==> config.mk <==
export PLATFORM = sky130hd
export DESIGN_NAME = bat_xlate_top
export DESIGN_NICKNAME = d
export VERILOG_FILES = /design/src/rtl/bat_pkg.sv /design/src/rtl/bat_datapath.sv /design/src/rtl/bat_control.sv /design/src/rtl/bat_xlate_top.sv
export SDC_FILE = /design/constraint.sdc
export NUM_CORES = 1
export LEC_CHECK = 0
export ABC_AREA = 0
export BUFFER_PORTS_ARGS = -buffer_cell sky130_fd_sc_hd__buf_2
export CAP_MARGIN = 20
export CORE_UTILIZATION = 54
export CTS_CLUSTER_SIZE = 40
export DETAILED_ROUTE_END_ITERATION = 8
export PLACE_DENSITY = 0.76
export SETUP_SLACK_MARGIN = 0.5
export SLEW_MARGIN = 10
export SYNTH_ARGS = -nofsm -noshare
export SYNTH_HDL_FRONTEND = slang
export SYNTH_SLANG_ARGS = --single-unit
==> constraint.sdc <==
create_clock -name clk -period 10.6 [get_ports clk]
set_clock_uncertainty 0.05 [all_clocks]
set_input_delay 2.12 -clock clk [delete_from_list [all_inputs] [get_ports clk]]
set_output_delay 2.12 -clock clk [all_outputs]
set_load 0.05 [all_outputs]
==> src/rtl/bat_pkg.sv <==
package bat_pkg;
  // strobes from control to datapath
  typedef struct packed {
    logic wrEntry;
    logic wrData;
    logic hit;
    logic miss;
    logic fault;
  } batStrobe_t;

  typedef enum logic [1:0] {
    PERM_NONE = 2'b00,
    PERM_RO   = 2'b01,
    PERM_RW   = 2'b10,
    PERM_RO_B = 2'b11
  } batPerm_t;

  localparam int EA_W  = 32;
  localparam int PA_W  = 36;
  localparam int BLK_LSB = 17;
endpackage

==> src/rtl/bat_datapath.sv <==
module bat_datapath
  import bat_pkg::*;
#(
  parameter int ENTRIES = 4,
  localparam int IDXW = (ENTRIES > 1) ? $clog2(ENTRIES) : 1
) (
  input  logic               clk,
  input  logic               rstN,
  input  batStrobe_t         str,
  input  logic [IDXW-1:0]    wrIdx,
  input  logic [31:0]        wrUpper,
  input  logic [31:0]        wrLower,
  input  logic               accFetch,
  input  logic               accSuper,
  input  logic [EA_W-1:0]    accEa,
  input  logic [IDXW-1:0]    winIdx,
  output logic [ENTRIES-1:0] matchVec,
  output logic [1:0]         winPerm,
  output logic               hitQ,
  output logic               missQ,
  output logic               faultQ,
  output logic [PA_W-1:0]    paddrQ,
  output logic [3:0]         attrQ
);
  localparam int IDX_BITS = EA_W - BLK_LSB;   // 15
  localparam int BL_BITS  = 11;

  logic [31:0] upInst [ENTRIES];
  logic [31:0] loInst [ENTRIES];
  logic [31:0] upData [ENTRIES];
  logic [31:0] loData [ENTRIES];

  always_ff @(posedge clk) begin
    if (!rstN) begin
      for (int i = 0; i < ENTRIES; i++) begin
        upInst[i] <= '0;
        loInst[i] <= '0;
        upData[i] <= '0;
        loData[i] <= '0;
      end
    end else if (str.wrEntry) begin
      for (int i = 0; i < ENTRIES; i++) begin
        if (wrIdx == IDXW'(i)) begin
          if (str.wrData) begin
            upData[i] <= wrUpper;
            loData[i] <= wrLower;
          end else begin
            upInst[i] <= wrUpper;
            loInst[i] <= wrLower & ~32'h0000_0008;  // guarded held at zero
          end
        end
      end
    end
  end

  // parallel compare over the selected bank
  for (genvar g = 0; g < ENTRIES; g++) begin : gMatch
    logic [31:0]         upSel;
    logic [IDX_BITS-1:0] blMask;
    logic                entValid;
    assign upSel    = accFetch ? upInst[g] : upData[g];
    assign blMask   = {{(IDX_BITS-BL_BITS){1'b0}}, upSel[12:2]};
    assign entValid = accSuper ? upSel[1] : upSel[0];
    assign matchVec[g] = entValid &&
      (((accEa[EA_W-1:BLK_LSB] ^ upSel[31:BLK_LSB]) & ~blMask) == '0);
  end

  logic [31:0]         upWin, loWin;
  logic [IDX_BITS-1:0] winMask;
  logic [PA_W-1:0]     paNext;

  assign upWin   = accFetch ? upInst[winIdx] : upData[winIdx];
  assign loWin   = accFetch ? loInst[winIdx] : loData[winIdx];
  assign winPerm = loWin[1:0];
  assign winMask = {{(IDX_BITS-BL_BITS){1'b0}}, upWin[12:2]};
  assign paNext  = {loWin[11:9], loWin[2],
                    loWin[31:BLK_LSB] | (accEa[EA_W-1:BLK_LSB] & winMask),
                    accEa[BLK_LSB-1:0]};

  always_ff @(posedge clk) begin
    if (!rstN) begin
      hitQ   <= 1'b0;
      missQ  <= 1'b0;
      faultQ <= 1'b0;
      paddrQ <= '0;
      attrQ  <= '0;
    end else begin
      hitQ   <= str.hit;
      missQ  <= str.miss;
      faultQ <= str.fault;
      paddrQ <= str.hit ? paNext : '0;
      attrQ  <= str.hit ? loWin[6:3] : '0;
    end
  end
endmodule

==> src/rtl/bat_control.sv <==
module bat_control
  import bat_pkg::*;
#(
  parameter int ENTRIES = 4,
  localparam int IDXW = (ENTRIES > 1) ? $clog2(ENTRIES) : 1
) (
  input  logic               wrEn,
  input  logic               wrData,
  input  logic               accValid,
  input  logic               accFetch,
  input  logic               accWrite,
  input  logic [ENTRIES-1:0] matchVec,
  input  logic [1:0]         winPerm,
  output logic [IDXW-1:0]    winIdx,
  output batStrobe_t         str
);
  logic anyMatch;
  logic isStore;
  logic denied;

  // lowest index has priority
  always_comb begin
    winIdx = '0;
    for (int i = ENTRIES - 1; i >= 0; i--) begin
      if (matchVec[i]) winIdx = IDXW'(i);
    end
  end

  assign anyMatch = |matchVec;
  assign isStore  = accWrite && !accFetch;

  always_comb begin
    unique case (batPerm_t'(winPerm))
      PERM_NONE: denied = 1'b1;
      PERM_RW:   denied = 1'b0;
      default:   denied = isStore;
    endcase
  end

  always_comb begin
    str.wrEntry = wrEn;
    str.wrData  = wrData;
    str.hit     = accValid && anyMatch && !denied;
    str.miss    = accValid && !anyMatch;
    str.fault   = accValid && anyMatch && denied;
  end
endmodule

==> src/rtl/bat_xlate_top.sv <==
module bat_xlate_top
  import bat_pkg::*;
#(
  parameter int ENTRIES = 4,
  localparam int IDXW = (ENTRIES > 1) ? $clog2(ENTRIES) : 1
) (
  input  logic            clk,
  input  logic            rstN,
  input  logic            wrEn,
  input  logic            wrData,
  input  logic [IDXW-1:0] wrIdx,
  input  logic [31:0]     wrUpper,
  input  logic [31:0]     wrLower,
  input  logic            accValid,
  input  logic            accFetch,
  input  logic            accWrite,
  input  logic            accSuper,
  input  logic [31:0]     accEa,
  output logic            hit,
  output logic            miss,
  output logic            protFault,
  output logic [35:0]     paddr,
  output logic [3:0]      attr
);
  batStrobe_t         str;
  logic [ENTRIES-1:0] matchVec;
  logic [1:0]         winPerm;
  logic [IDXW-1:0]    winIdx;

  bat_control #(.ENTRIES(ENTRIES)) u_ctrl (
    .wrEn(wrEn), .wrData(wrData), .accValid(accValid), .accFetch(accFetch),
    .accWrite(accWrite), .matchVec(matchVec), .winPerm(winPerm),
    .winIdx(winIdx), .str(str)
  );

  bat_datapath #(.ENTRIES(ENTRIES)) u_dp (
    .clk(clk), .rstN(rstN), .str(str), .wrIdx(wrIdx), .wrUpper(wrUpper),
    .wrLower(wrLower), .accFetch(accFetch), .accSuper(accSuper), .accEa(accEa),
    .winIdx(winIdx), .matchVec(matchVec), .winPerm(winPerm),
    .hitQ(hit), .missQ(miss), .faultQ(protFault), .paddrQ(paddr), .attrQ(attr)
  );
endmodule

==> flow_summary.ini, run 1 <==
[status]
status = finished clean

[yosys]
yosysSeqAreaShare_pct = 64.13
yosysTopAreaCellShare_pct = 60.03
yosys.area_share.simple_pct = 16.60
synth_top_area_cell = edfxtp_1
syn_inst = 1563
synth_area_per_cell_sq_um = 13.44
synth_ff_type = edfxtp_1
synth_fa_ha_area_share_pct = 0
synth-compound-area-share_pct = 5.836
synth-seq-cells = 463
synth.area.top_cells = edfxtp_1 60%, and2_1 13%, dfxtp_1 4.1%, xnor2_1 4.1%, mux2i_1 3.3%
synth_common_cells = 421 x and2_1, 420 x edfxtp_1, 98 x xnor2_1
ys_types = 54
synth_xor_area_share_pct = 4.336
post-synth-top-count-cell = and2_1
synthMuxAreaShare_pct = 6.897
synth_top_family_by_area = simple AND/OR/NAND/NOR gates
yosysWarningCount = 0
synth-edff-count = 420
synth.net_count = 1669
async_reset_ff_share_pct = 0
syn-cell-area_sq_mm = 0.02101

[flow_run]
max_cap_violations = 0

[placed_design]
port_buffers = 137
place.gp.congestion = 0.8423
dp_hpwl_um = 32550

[floorplanning]
die_area_sq_mm = 0.03970
dieWidth_um = 199.2
initial_core_util_pct = 55.38
rows = 71
die_y_um = 199.2
pin_count = 149
fp.coreArea_sq_mm = 0.03793

[finish]
finalNetCount = 1784
multi_input_area_sq_mm = 0.007238
fillers = 2765
seq_area_sq_mm = 0.01347
drive_gt1_share_pct = 17.94
layout-area-overhead-vs-synth_pct = 13.16

[sta]
tns_ps = 0
tightest_slew_ps = 1091
relSlewSlack_pct = 27.16
min_period_over_period_pct = 65.88
max_freq_ghz = 0.1432
rsz0062_at_grt = no
hold_viol_final = 0
report.final.slew_viol_count = 0
finalSetupViolCount = 0
min_period_ps = 6983

[power_and_ir_drop]
finalPower_mw = 4.076
ir_drop_v = 0.0001090
p_per_area_mw_per_mm2 = 171.5
power_leakage_nw = 8.552

[setup_path]
cp-end-kind = register
worstPathArrival_ps = 7340
slowest_stage = buf_4
path_delay_family = compound AO/OA/AOI/OAI gates
worstSetupPathType = in2reg
max_stage_delay_ps = 830
cp.required_ps = 10960
crit_path_max_fanout = 71
path_cells = buf_2 -> buf_4 -> inv_2 -> o21ai_0 -> nor3_1 -> o211ai_1 -> a211oi_1 -> nand2b_1 -> a21oi_4 -> buf_4 -> nor3_1 -> a2111oi_0 -> o21ai_1 -> a21oi_1
critPathLaunchType = input port
critPathBufInv = 4

[clock_tree]
clock_sinks = 463
root_buffer = clkbuf_16
ctsResizeCount = 0
clk_pin_slew_ps = 60
cts_setup_buffers = 0
clk_latency_ps = 580
cts_hold_buffers = 0
cts_buffers = 47
cts_htree_levels = 2
cts_tree = done
cts_buffer_depth = 3

[detailed_routing]
met1_length_um = 21600
num_vias = 13170
first_iter_violations = 1438
viasPerCell = 5.896
drt_drc_violations_left = 0
dr_wl_met3_um = 5339
drtAntennaViolNets = 0
routed_wl_um = 54400
drtPass1Iterations = 7
routedWlPerCell_um = 24.36
highest_layer = met5
wl_met2_um = 25700

[global_routing]
grt_usage_pct = 27.93
grt_antenna_before_repair = 5
grt_pass1_wl_um = 80230
grt_max_degree = 72
grt_pass1_vias = 13080
grt_overflow = 0

[min_path]
hold_class = reg2reg
## layout by cell type, fill, tap and decap left out, types with 3 or more instances in the layout
| master | synthesis | routed |
|---|---|---|
| a2111oi_0 | 9 | 9 |
| a211oi_1 | 13 | 13 |
| a21oi_1 | 44 | 44 |
| a221oi_1 | 11 | 11 |
| and2_1 | 421 | 421 |
| and3_1 | 17 | 17 |
| buf_2 | 27 | 137 |
| buf_4 | 4 | 23 |
| clkbuf_1 | 56 | 12 |
| clkbuf_16 | 0 | 49 |
| clkbuf_8 | 0 | 11 |
| clkinv_1 | 0 | 6 |
| clkinv_2 | 0 | 6 |
| dfxtp_1 | 43 | 43 |
| diode_2 | 0 | 5 |
| edfxtp_1 | 420 | 420 |
| inv_1 | 3 | 3 |
| mux2_2 | 34 | 34 |
| mux2i_1 | 69 | 69 |
| mux4_2 | 16 | 16 |
| nand2_1 | 19 | 19 |
| nand2b_1 | 8 | 8 |
| nand3_1 | 4 | 4 |
| nor2_1 | 69 | 62 |
| nor2_4 | 0 | 6 |
| nor2b_1 | 4 | 3 |
| nor3_1 | 24 | 22 |
| nor4_1 | 5 | 5 |
| o211ai_1 | 4 | 4 |
| o21a_1 | 4 | 4 |
| o21ai_0 | 37 | 31 |
| o21ai_4 | 0 | 6 |
| o22ai_1 | 29 | 29 |
| o311a_1 | 11 | 11 |
| or2_2 | 3 | 3 |
| or3_1 | 14 | 14 |
| xnor2_1 | 98 | 98 |
| xor2_1 | 6 | 6 |
## final cells by class
class	count	share of cell area [%]
multi-input combinational	1002	30.45
timing repair buffer	160	3.611
clock buffer	72	5.984
sequential	463	56.67
antenna	5	0.05263
clock inverter	16	0.4789
inverter	4	0.06316
tap	511	2.689
## per-layer routing
layer	track usage [%]	vias up
met5	0	-
met4	10.28	4
met3	5.401	114
met2	45.31	648
met1	37.45	6533
li1	-	5866
## registers in the layout, summed over array words and instances, names as in the netlist
name         flops
u_dp.upData    112
u_dp.upInst    112
u_dp.loData    100
u_dp.loInst     96
u_dp.paddrQ     36
u_dp.attrQ       4
u_dp.faultQ      1
u_dp.hitQ        1
u_dp.missQ       1
## final timing paths
kind                            cells past startpoint         endpoint                from  slack [ps]
worst max-delay path                               14  u_dp.paddrQ[19]            accFetch        3620
worst max register to register                     11  u_dp.paddrQ[19]  u_dp.upInst[1][22]        5710
worst min-delay path                                4  u_dp.paddrQ[23]  u_dp.loData[0][23]         660
worst min register to register                      4  u_dp.paddrQ[23]  u_dp.loData[0][23]         660
## kinds of logic after synthesis
group                  count (synthesis)
multiplexers                         120
AO/OA/AOI/OAI                        183
flip-flops                           463
XOR/XNOR                             104
AND/OR/NAND/NOR                      595
buffers and inverters                 98
## where the power goes
group	internal (mW)	switching (mW)	total, mW
clock network	0.949	0.688	1.64
registers	2.10	0.0478	2.15
logic	0.105	0.183	0.288
total	3.16	0.918	4.08
## per-stage QoR
step	setup WS (ps)	hold slack, ps	util (%)	std cells	cell area, sq um
after detailed placement	3233	628.2	58.59	2140	22220
after global routing	3376	661.9	62.65	2230	23770
after floorplan	3849	512.3	-	1563	21010
final	3617	656.2	62.67	2233	23770
after CTS	3728	640.4	62.64	2228	23760
after global placement	3255	627.2	58.59	2140	22220
## worst reg2reg max path, delay by kind of cell, from the launching register on
kind / cells / cell delay, ps
xor+xnor: 1 / 180
simple gates: 3 / 1360
buf+inv: 1 / 830
flops: 1 / 380
compound gates: 6 / 1930
Note: power is estimated with default switching activity, not from simulation.
==> run 2, diff against run 1 <==
clock period = 6.62 ns   (was 10.6 ns; I/O delays follow)
==> flow_summary.ini, run 2 (synthesized netlist as in run 1, its figures left out) <==
[status]
status = finished clean

[detailed_routing]
num_vias = 13230
viasPerCell = 5.913
drtAntennaViolNets = 0
dr_wl_met3_um = 5784
drt_drc_violations_left = 0
drtPass1Iterations = 5
wl_met2_um = 25810
routed_wl_um = 54780
met1_length_um = 21410
highest_layer = met5
routedWlPerCell_um = 24.48
first_iter_violations = 1510

[clock_tree]
root_buffer = clkbuf_16
cts_htree_levels = 2
clk_latency_ps = 580
cts_hold_buffers = 0
cts_setup_buffers = 0
ctsResizeCount = 0
cts_buffer_depth = 3
cts_tree = done
cts_buffers = 46
clk_pin_slew_ps = 60
clock_sinks = 463

[global_routing]
grt_overflow = 0
grt_usage_pct = 28.22
grt_antenna_before_repair = 7
grt_pass1_vias = 12940
grt_max_degree = 53
grt_pass1_wl_um = 80810

[floorplanning]
dieWidth_um = 199.2
fp.coreArea_sq_mm = 0.03793
die_area_sq_mm = 0.03970
die_y_um = 199.2
rows = 71
initial_core_util_pct = 55.38
pin_count = 149

[power_and_ir_drop]
p_per_area_mw_per_mm2 = 275.7
finalPower_mw = 6.582
ir_drop_v = 0.0001791
power_leakage_nw = 8.605

[placed_design]
place.gp.congestion = 0.8487
dp_hpwl_um = 33400
port_buffers = 137
placed_cell_area_sq_mm = 0.02234

[sta]
tns_ps = 0
relSlewSlack_pct = 38.42
holdWs_ps = 624.4
max_freq_ghz = 0.1948
min_period_ps = 5134
finalSetupViolCount = 0
min_period_over_period_pct = 77.55
rsz0062_at_grt = no
report.final.slew_viol_count = 0
tightest_slew_ps = 923.8
hold_viol_final = 0

[setup_path]
critPathLaunchType = input port
cp.required_ps = 7010
slowest_stage = or4_1
path_cells = buf_2 -> buf_4 -> o21ai_0 -> nor4_1 -> a22oi_1 -> or4_1 -> a21oi_4 -> buf_4 -> mux2_2 -> a211oi_1 -> or3_1 -> a21oi_1
cp-end-kind = register
max_stage_delay_ps = 680
cp_common_cell = buf_4
worstSetupPathType = in2reg
crit_path_max_fanout = 31
worstPathArrival_ps = 5520

[finish]
drive_gt1_share_pct = 18.11
layout_common_cells = 421 x and2_1, 420 x edfxtp_1, 137 x buf_2
layout-area-overhead-vs-synth_pct = 13.63
finalNetCount = 1794
final_common_cell = and2_1
fillers = 2826
design_area_sq_mm = 0.02387
fin_util_pct = 62.93
seq_area_sq_mm = 0.01347
multi_input_area_sq_mm = 0.007236
top_regs = u_dp.upData: 112 flops, u_dp.upInst: 112 flops, u_dp.loData: 100 flops

[flow_run]
max_cap_violations = 0

[min_path]
hold_class = reg2reg
## run 2: cell count changes in the layout (fill, tap and decap cells not counted), sizes merged
cell      previous run  this run
clkinvlp             0         1
bufinv               1         6
clkinv              13        16
clkbuf              72        58
buf                160       171
diode                5         4
## run 2: cell type report
cell class	instances	area share [%]
Antenna cell	4	0.04193
Clock buffer	58	5.183
Clock inverter	25	1.190
Inverter	4	0.06289
Multi-Input combinational cell	1002	30.31
Sequential cell	463	56.44
Tap cell	511	2.678
Timing Repair Buffer	171	4.099
## run 2: metrics by stage
stage	cells	worst slack, ps
after floorplan	1563	665.2
after global placement	2151	1041
after detailed placement	2151	998.1
after CTS	2234	1578
after global routing	2236	1233
final	2238	1486
## run 2: final timing paths
path / startpoint / endpoint / slack (ps) / cells past startpoint
min: u_dp.loData[2][3] / u_dp.attrQ[0] / 620 / 3
max reg2reg: u_dp.upInst[1][18] / u_dp.paddrQ[22] / 2500 / 11
max: accFetch / u_dp.paddrQ[22] / 1490 / 12
min reg2reg: u_dp.loData[2][3] / u_dp.attrQ[0] / 620 / 3
## run 2: critical path, delay by kind of cell
kind | cells | cell delay, ps
buffers and inverters | 3 | 1360
AND/OR/NAND/NOR | 3 | 1310
AO/OA/AOI/OAI | 5 | 1090
multiplexers | 1 | 390
## run 2: power by group
group	internal, mW	switching, mW	leakage (nW)	total (mW)
Clock	1.56	1.11	0.743	2.67
Sequential	3.37	0.0775	4.41	3.44
Combinational	0.170	0.295	3.46	0.465
Total	5.10	1.49	8.60	6.58
## run 2: routing by layer
| metal | vias up | global-route usage [%] |
|---|---|---|
| met5 | - | 0 |
| met4 | 4 | 10.46 |
| met3 | 121 | 5.823 |
| met2 | 715 | 45.22 |
| met1 | 6517 | 38.07 |
| li1 | 5876 | - |
==> run 3, diff against run 2 <==
PLACE_DENSITY = 0.78   (was 0.76)
clock period = 4.65 ns   (was 6.62 ns; I/O delays follow)
==> flow_summary.ini, run 3 (synthesized netlist as in run 1, its figures left out) <==
[global_routing]
grt_overflow = 0
grt_antenna_before_repair = 2
grt_usage_pct = 27.67
grt_pass1_vias = 13100
grt_max_degree = 53
grt_pass1_wl_um = 80110

[floorplanning]
initial_core_util_pct = 55.38
die_y_um = 199.2
pin_count = 149
die_area_sq_mm = 0.03970
dieWidth_um = 199.2
fp.coreArea_sq_mm = 0.03793
rows = 71

[finish]
final_common_cell = and2_1
finalNetCount = 1827
drive_gt1_share_pct = 19.52
layout-area-overhead-vs-synth_pct = 14.99
layout_common_cells = 421 x and2_1, 420 x edfxtp_1, 137 x buf_2
top_regs = u_dp.upData: 112 flops, u_dp.upInst: 112 flops, u_dp.loData: 100 flops

[setup_path]
cp-end-kind = register
critPathBufInv = 3
slowest_stage = or4_1
worstPathArrival_ps = 4490
path_cells = buf_2 -> buf_4 -> xnor2_1 -> o21ai_0 -> nor4_1 -> a22oi_1 -> or4_1 -> a21oi_4 -> mux2_4 -> a2111oi_4 -> o21ai_2 -> buf_4 -> a21oi_1
crit_path_max_fanout = 11
path_delay_family = compound AO/OA/AOI/OAI gates
worstSetupPathType = in2reg
max_stage_delay_ps = 660
cp.required_ps = 5090
cp_common_cell = buf_4
critPathLaunchType = input port

[sta]
relSlewSlack_pct = 32.10
tightest_slew_ps = 1015
min_period_over_period_pct = 87.04
hold_viol_final = 0
max_freq_ghz = 0.2471
finalSetupViolCount = 0
min_period_ps = 4048
rsz0062_at_grt = no
report.final.slew_viol_count = 0
holdWs_ps = 533.6

[detailed_routing]
viasPerCell = 5.886
first_iter_violations = 1816
routedWlPerCell_um = 23.80
drt_drc_violations_left = 0
drtPass1Iterations = 5
num_vias = 13370
drtAntennaViolNets = 0
routed_wl_um = 54080

[clock_tree]
cts_htree_levels = 2
clock_sinks = 463
clk_pin_slew_ps = 60
cts_buffers = 47
cts_buffer_depth = 3
clk_latency_ps = 570
root_buffer = clkbuf_16
cts_tree = done

[status]
status = finished clean

[power_and_ir_drop]
power.share.sequential_pct = 52.9
power_leakage_nw = 8.773
p_per_area_mw_per_mm2 = 383.9
p_switching_mw = 2.091
p_sw_share_pct = 22.54
p_int_mw = 7.184
comb_power_share_pct = 7.3
ir_drop_v = 0.0002409
pwr-share-clk_pct = 39.8
finalPower_mw = 9.275

[placed_design]
place.gp.congestion = 0.8730
port_buffers = 137
dp_hpwl_um = 35040

[flow_run]
max_cap_violations = 0

[min_path]
hold_class = in2reg
-- run 3: metal layers --
metal	vias up	GRT usage, %	wire [um]
met3	114	4.338	5167
met2	674	44.75	26070
met4	0	9.744	1568
met5	-	0	0
li1	5955	-	-
met1	6630	38.07	21280
-- run 3: stage by stage --
stage | cell area, sq um | utilization [%] | setup slack (ps) | std cells | setup TNS, ps
floorplan | 21020 | - | -810.1 | 1563 | -166620
finish | 24160 | 63.69 | 602.5 | 2272 | 0
global placement | 22620 | 59.64 | 206.2 | 2180 | 0
global route | 24150 | 63.67 | 530.9 | 2269 | 0
detailed placement | 22620 | 59.64 | 80.65 | 2180 | 0
CTS | 24100 | 63.54 | 618.2 | 2265 | 0
-- run 3: final cells by class --
cell class / count / area, sq um
diodes: 4 / 10.01
clock buffers: 62 / 1264
clock inverters: 23 / 217.7
fillers: 2744 / 13770
inverters: 4 / 15.01
multi-input cells: 1002 / 7241
flip-flops and latches: 463 / 13470
well taps: 511 / 639.4
repair buffers: 203 / 1299
-- run 3: path summary, 6_finish.rpt --
| path | to | slack (ps) | depth (start not counted) | from |
|---|---|---|---|---|
| max reg2reg | u_dp.paddrQ[19] | 1010 | 11 | u_dp.upData[1][17] |
| min | u_dp.paddrQ[11] | 530 | 2 | accEa[11] |
| max | u_dp.paddrQ[19] | 600 | 13 | accEa[17] |
| min reg2reg | u_dp.faultQ | 650 | 3 | u_dp.loInst[0][1] |
-- run 3: what timing repair did --
action | CTS | global route
endpoints found under the setup margin | 0 | 27
gates resized for setup | 0 | 1
hold buffers | 0 | 0
setup buffers | 0 | 2
-- run 3: power by group through the flow --
| stage | clock network [mW] | registers (mW) | logic [mW] |
|---|---|---|---|
| floorplan | 0 | 4.97 | 0.387 |
| global route | 3.86 | 4.92 | 0.725 |
| global placement | 0 | 4.97 | 0.654 |
| detailed placement | 0 | 4.99 | 0.667 |
| finish | 3.69 | 4.91 | 0.675 |
| CTS | 3.71 | 4.90 | 0.672 |
